**src/rtl/oisc_pkg.sv**
```systemverilog
package oisc_pkg;
   typedef enum logic [2:0] {
      ST_FETCH_A = 3'd0,
      ST_FETCH_B = 3'd1,
      ST_FETCH_C = 3'd2,
      ST_READ_A  = 3'd3,
      ST_READ_B  = 3'd4,
      ST_WRITE_B = 3'd5,
      ST_BRANCH  = 3'd6,
      ST_HALT    = 3'd7
   } oisc_state_e;
endpackage

```
**src/rtl/oisc_subtract.sv**
```systemverilog
module oisc_subtract #(
   parameter int DATA_W = 8
) (
   input  logic [DATA_W-1:0] minuend,
   input  logic [DATA_W-1:0] subtrahend,
   output logic [DATA_W-1:0] diff,
   output logic              gt
);
   // minuend + ~subtrahend carries out exactly when minuend > subtrahend
   logic [DATA_W:0] part;
   assign part = {1'b0, minuend} + {1'b0, ~subtrahend};
   assign gt   = part[DATA_W];
   assign diff = part[DATA_W-1:0] + DATA_W'(1);
endmodule

```
**src/rtl/oisc_pc_adder.sv**
```systemverilog
module oisc_pc_adder #(
   parameter int ADDR_W = 12,
   parameter int STEP   = 3
) (
   input  logic [ADDR_W-1:0] pc,
   input  logic              cin,
   output logic [ADDR_W-1:0] pc_next
);
   localparam logic [ADDR_W-1:0] OFFSET = ADDR_W'(STEP - 1);
   assign pc_next = pc + OFFSET + {{(ADDR_W-1){1'b0}}, cin};
endmodule

```
**src/rtl/oisc_io_port.sv**
```systemverilog
module oisc_io_port #(
   parameter int ADDR_W     = 12,
   parameter int DATA_W     = 8,
   parameter bit INVERT_OUT = 1'b1
) (
   input  logic              clk,
   input  logic              rst_n,
   input  logic [ADDR_W-1:0] addr,
   input  logic              wr_req,
   input  logic [DATA_W-1:0] wdata,
   input  logic [DATA_W-1:0] mem_rdata,
   input  logic [DATA_W-1:0] in_port,
   output logic              mem_we,
   output logic [DATA_W-1:0] rdata,
   output logic [DATA_W-1:0] out_port
);
   localparam logic [ADDR_W-1:0] IN_ADDR  = '1;
   localparam logic [ADDR_W-1:0] OUT_ADDR = {{(ADDR_W-1){1'b1}}, 1'b0};

   logic hit_in, hit_out, sel_in_q, sel_out_q;
   logic [DATA_W-1:0] cap, out_q;

   assign hit_in  = (addr == IN_ADDR);
   assign hit_out = (addr == OUT_ADDR);

   always_ff @(posedge clk or negedge rst_n) begin
      if (!rst_n) begin
         sel_in_q  <= 1'b0;
         sel_out_q <= 1'b0;
      end else begin
         sel_in_q  <= hit_in;
         sel_out_q <= hit_out;
      end
   end

   assign rdata  = sel_in_q ? in_port : (sel_out_q ? '1 : mem_rdata);
   assign mem_we = wr_req & ~hit_in & ~hit_out;

   generate
      if (INVERT_OUT) begin : g_inv
         assign cap = ~wdata;
      end else begin : g_direct
         assign cap = wdata;
      end
   endgenerate

   always_ff @(posedge clk or negedge rst_n) begin
      if (!rst_n)                out_q <= '0;
      else if (wr_req && hit_out) out_q <= cap;
   end

   assign out_port = out_q;
endmodule

```
**src/rtl/oisc_core.sv**
```systemverilog
module oisc_core #(
   parameter int ADDR_W = 12,
   parameter int DATA_W = 8
) (
   input  logic              clk,
   input  logic              rst_n,
   output logic [ADDR_W-1:0] mem_addr,
   output logic [DATA_W-1:0] mem_wdata,
   input  logic [DATA_W-1:0] mem_rdata,
   output logic              mem_we,
   input  logic [DATA_W-1:0] in_port,
   output logic [DATA_W-1:0] out_port,
   output logic              halted
);
   import oisc_pkg::*;

   localparam logic [ADDR_W-1:0] HALT_ADDR = '1;

   generate
      if (ADDR_W < DATA_W) begin : g_bad_width
         $error("oisc_core: ADDR_W must not be below DATA_W");
      end
      if (DATA_W < 2) begin : g_bad_data
         $error("oisc_core: DATA_W must be at least 2");
      end
   endgenerate

   oisc_state_e       st_q;
   logic [ADDR_W-1:0] pc_q, a_addr_q, b_addr_q, tgt_q, pc_step, ext;
   logic [DATA_W-1:0] a_val_q, rdata, diff;
   logic              jump_q, gt, wr_req;

   generate
      if (ADDR_W > DATA_W) begin : g_sext
         assign ext = {{(ADDR_W-DATA_W){rdata[DATA_W-1]}}, rdata};
      end else begin : g_same
         assign ext = rdata;
      end
   endgenerate

   oisc_pc_adder #(.ADDR_W(ADDR_W), .STEP(3)) pc_add_i (
      .pc      (pc_q),
      .cin     (1'b1),
      .pc_next (pc_step)
   );

   oisc_subtract #(.DATA_W(DATA_W)) sub_i (
      .minuend    (rdata),
      .subtrahend (a_val_q),
      .diff       (diff),
      .gt         (gt)
   );

   assign wr_req = (st_q == ST_WRITE_B);

   oisc_io_port #(.ADDR_W(ADDR_W), .DATA_W(DATA_W), .INVERT_OUT(1'b1)) io_i (
      .clk       (clk),
      .rst_n     (rst_n),
      .addr      (mem_addr),
      .wr_req    (wr_req),
      .wdata     (diff),
      .mem_rdata (mem_rdata),
      .in_port   (in_port),
      .mem_we    (mem_we),
      .rdata     (rdata),
      .out_port  (out_port)
   );

   always_comb begin
      unique case (st_q)
         ST_FETCH_A: mem_addr = pc_q;
         ST_FETCH_B: mem_addr = pc_q + ADDR_W'(1);
         ST_FETCH_C: mem_addr = pc_q + ADDR_W'(2);
         ST_READ_A:  mem_addr = a_addr_q;
         ST_READ_B,
         ST_WRITE_B: mem_addr = b_addr_q;
         default:    mem_addr = pc_q;
      endcase
   end

   assign mem_wdata = diff;
   assign halted    = (st_q == ST_HALT);

   always_ff @(posedge clk or negedge rst_n) begin
      if (!rst_n) begin
         st_q     <= ST_FETCH_A;
         pc_q     <= '0;
         a_addr_q <= '0;
         b_addr_q <= '0;
         tgt_q    <= '0;
         a_val_q  <= '0;
         jump_q   <= 1'b0;
      end else begin
         unique case (st_q)
            ST_FETCH_A: st_q <= ST_FETCH_B;
            ST_FETCH_B: begin
               a_addr_q <= ext;
               st_q     <= ST_FETCH_C;
            end
            ST_FETCH_C: begin
               b_addr_q <= ext;
               st_q     <= ST_READ_A;
            end
            ST_READ_A: begin
               tgt_q <= ext;
               st_q  <= ST_READ_B;
            end
            ST_READ_B: begin
               a_val_q <= rdata;
               st_q    <= ST_WRITE_B;
            end
            ST_WRITE_B: begin
               jump_q <= ~gt;
               st_q   <= ST_BRANCH;
            end
            ST_BRANCH: begin
               if (jump_q && tgt_q == HALT_ADDR) begin
                  st_q <= ST_HALT;
               end else begin
                  pc_q <= jump_q ? tgt_q : pc_step;
                  st_q <= ST_FETCH_A;
               end
            end
            default: st_q <= ST_HALT;
         endcase
      end
   end
endmodule

```
**config.mk**
```make
export PLATFORM = sky130hd
export DESIGN_NAME = oisc_core
export DESIGN_NICKNAME = d
export VERILOG_FILES = /design/src/rtl/oisc_pkg.sv /design/src/rtl/oisc_subtract.sv /design/src/rtl/oisc_pc_adder.sv /design/src/rtl/oisc_io_port.sv /design/src/rtl/oisc_core.sv
export SDC_FILE = /design/constraint.sdc
export NUM_CORES = 1
export LEC_CHECK = 0
export ABC_AREA = 1
export BUFFER_PORTS_ARGS = -buffer_cell sky130_fd_sc_hd__buf_2
export CORE_ASPECT_RATIO = 1.5
export CORE_UTILIZATION = 23
export DETAILED_ROUTE_END_ITERATION = 8
export SETUP_SLACK_MARGIN = 0.05
export SYNTH_ARGS = -nofsm -noshare
export SYNTH_HDL_FRONTEND = slang
export SYNTH_SLANG_ARGS = --single-unit
```
**constraint.sdc**
```tcl
create_clock -name clk -period 5.1 [get_ports clk]
set_clock_uncertainty 0.15 [all_clocks]
set_input_delay 0 -clock clk [delete_from_list [all_inputs] [get_ports clk]]
set_output_delay 0 -clock clk [all_outputs]
set_load 0.05 [all_outputs]
```
==> results_dict.tcl <==
set metrics [dict create \
    async_flop_share 1.00 \
    cts_tree "done" \
    crit_type "reg -> out" \
    nets 679 \
    postRouteWirelength_um 12400 \
    drtAntennaViolNets 0 \
    drv_slew 0 \
    outcome "finished with violations" \
    setup_tns_ns 0 \
    layout.cells.non_filler 865 \
    grt_pass1_wl_um 19900 \
    yosys_warnings 0 \
    place_congestion 0.890 \
    io_pins 48 \
    vias 4056 \
    crit_fanout 8 \
    setup_viol 0 \
    grt_usage 0.139 \
    cp.required_ns 4.95 \
    whs_path_depth 3 \
    yosys_register_bits 58 \
    gr-usage-met3 0.0252 \
    post_cts_buffers 0 \
    start_util 0.235 \
    min_path_type "in -> reg" \
    synth.avg_cell_area_sq_um 6.84 \
    grt_max_degree 59 \
    synth_edf_count 0 \
    clock_latency_ns 0.32 \
    clkSinkCount 58 \
    dieHeight_um 165 \
    period_minus_slack_ns 3.48 \
    diodes 0 \
    clockRootBuffer "clkbuf_16" \
    gr-usage-met2 0.271 \
    worstHoldStart "in_port[0]" \
    ff2ff_setup_slack_ns 1.99 \
    reg2reg_depth 14 \
    hold_viol 5 \
    drt_iter0_drc 233 \
    grt_pass1_vias 3955 \
    regToRegStartpoint "io_i.sel_out_q$_DFF_PN0_" \
    first_pass_iters 5 \
    met1_usage 0.143 \
    synthTopCellsByArea "dfrtp_1, nand2_1, inv_1, nand3_1, o21ai_0" \
    rsz0062_at_grt "false" \
    htree_num_levels 3 \
    io_buffers 47 \
    cts-buffers-inserted 9 \
    placed_cells 845 \
    drive_above_1_share 0.137 \
    dp_slack_ns 1.91 \
    violations "hold timing" \
    yosysTopAreaCell "dfrtp_1" \
    worstHoldEndpoint "tgt_q[0]$_DFFE_PN0N_" \
    num_rows 59 \
    fmax_mhz 287 \
    clkTransAtPathRegs_ns 0.05 \
    die_area_sq_um 18300 \
    syn_nets 628 \
    critPathLaunchType "flip-flop" \
    synthFlopType "dfrtp_1" \
    cp.arrival_ns 3.33 \
    die_x_um 111 \
    finalCritPeriodShare 0.682 \
    synth_top_area_frac 0.356 \
    top_usage_layer "met2" \
    r2r-end "io_i.out_port[6]$_DFFE_PN0P_" \
    worst_pin_slew_ns 0.770 \
    core_sq_um 17300 \
    finalWorstSetupSlack_ns 1.62 \
    yosysSeqAreaShare 0.356 \
    drv_cap 0 \
    wl_per_cell_um 14.3 \
    ys_types 36 \
    viasPerCell 4.69 \
    antenna_found_initial 0 \
    route.detailed.drc 0 \
    post-dp-hpwl_um 9630 \
    grt_overflow 0 \
    cp-end-kind "output pin" \
    syn_area_sq_um 4080 \
    slew_headroom 0.487 \
    fin_hold_ws_ns -0.0219 \
    syn_inst 596 \
    synthToLayoutAreaGrowth_pct 19.1 \
    cts.path.max_buffers 2 \
]
## cells in the mapped netlist (2+ instances only)
master / instances
xor2_1: 4
nand2_1: 181
clkbuf_1: 7
nand2_2: 5
a22oi_1: 5
buf_2: 2
nand3_2: 4
nor2_2: 5
nor2_1: 42
nand4_1: 22
nor2_8: 2
o21ai_0: 50
nor3_1: 2
ha_1: 13
a21oi_1: 16
a31oi_1: 3
inv_2: 6
buf_6: 3
inv_1: 85
nand3_1: 54
dfrtp_1: 58
nand3b_1: 4
o22ai_1: 10
## cells in the final DEF (no fill, tap or decap), types with 5 or more instances in the layout
cell type  instances
nor2_2             5
nor2_1            42
o22ai_1           10
o21ai_0           50
a22oi_1            5
inv_1             85
nand4_1           22
clkbuf_16          9
nand2_2            5
dfrtp_1           58
nand3_1           54
a21oi_1           16
ha_1              13
nand2_1          181
inv_2              6
buf_2             47
## per-layer routing
metal | share of wire | routed length (um) | vias to the layer above
met5 | 0 | 0 | -
met4 | 0.032 | 401 | 0
li1 | - | - | 2047
met1 | 0.39 | 4840 | 1887
met2 | 0.54 | 6690 | 97
met3 | 0.034 | 426 | 25
## worst max-delay path by stage
stage | cells after the start | to | from
after floorplan | 12 | mem_we | st_q[2]$_DFF_PN0_
after global placement | 14 | mem_wdata[6] | io_i.sel_in_q$_DFF_PN0_
after detailed placement | 14 | mem_wdata[6] | io_i.sel_in_q$_DFF_PN0_
after CTS | 14 | mem_wdata[6] | io_i.sel_in_q$_DFF_PN0_
after global routing | 14 | mem_wdata[6] | io_i.sel_in_q$_DFF_PN0_
final | 14 | mem_wdata[6] | io_i.sel_out_q$_DFF_PN0_
## logic make-up after synthesis
kind of cell               after synthesis  share of synthesized area
AOI/OAI and AO/OA                       89                      0.120
buffers and inverters                  103                      0.101
adders and majority gates               14                     0.0448
xor gates and xnor gates                 5                     0.0107
and+or+nand+nor                        327                      0.367
DFF                                     58                      0.356
## critical path, stage by stage, from the launching register on
cell and delay (ns):
dfrtp_1 0.36, nor2_1 0.10, inv_1 0.11, o22ai_1 0.35
inv_1 0.09, ha_1 0.24, fa_1 0.53, ha_1 0.18
inv_1 0.05, nor3_1 0.42, nand3_1 0.12, nand2_1 0.09
nand2_1 0.07, inv_1 0.05, buf_2 0.25
## per-stage QoR
stage | util | area [sq um]
after global placement | 0.260 | 4520
after global routing | 0.280 | 4850
after floorplan | - | 4080
final | 0.280 | 4850
after CTS | 0.279 | 4840
after detailed placement | 0.260 | 4520
## registers in the layout, summed over array words and instances, names as in the netlist
name	flops
io_i.sel_in_q	1
jump_q	1
a_val_q	8
a_addr_q	8
io_i.out_port	8
tgt_q	8
b_addr_q	8
io_i.sel_out_q	1
st_q	3
pc_q	12
## timing repair
action / in CTS / in global routing
hold endpoints to repair: 64 / 1
hold buffers: 3 / 1
resized for setup: 0 / 0
setup endpoints to repair: 0 / 0
## final cells by class
type / instances / area (sq um)
Multi-Input combinational cell: 435 / 2210
Timing Repair Buffer: 52 / 283
Tap cell: 213 / 267
Fill cell: 1915 / 12500
Clock buffer: 14 / 264
Inverter: 91 / 342
Sequential cell: 58 / 1450
Clock inverter: 2 / 35.0
Power is not shown: default switching activity piles up to over one toggle a cycle in this logic, so the estimate is an artifact.
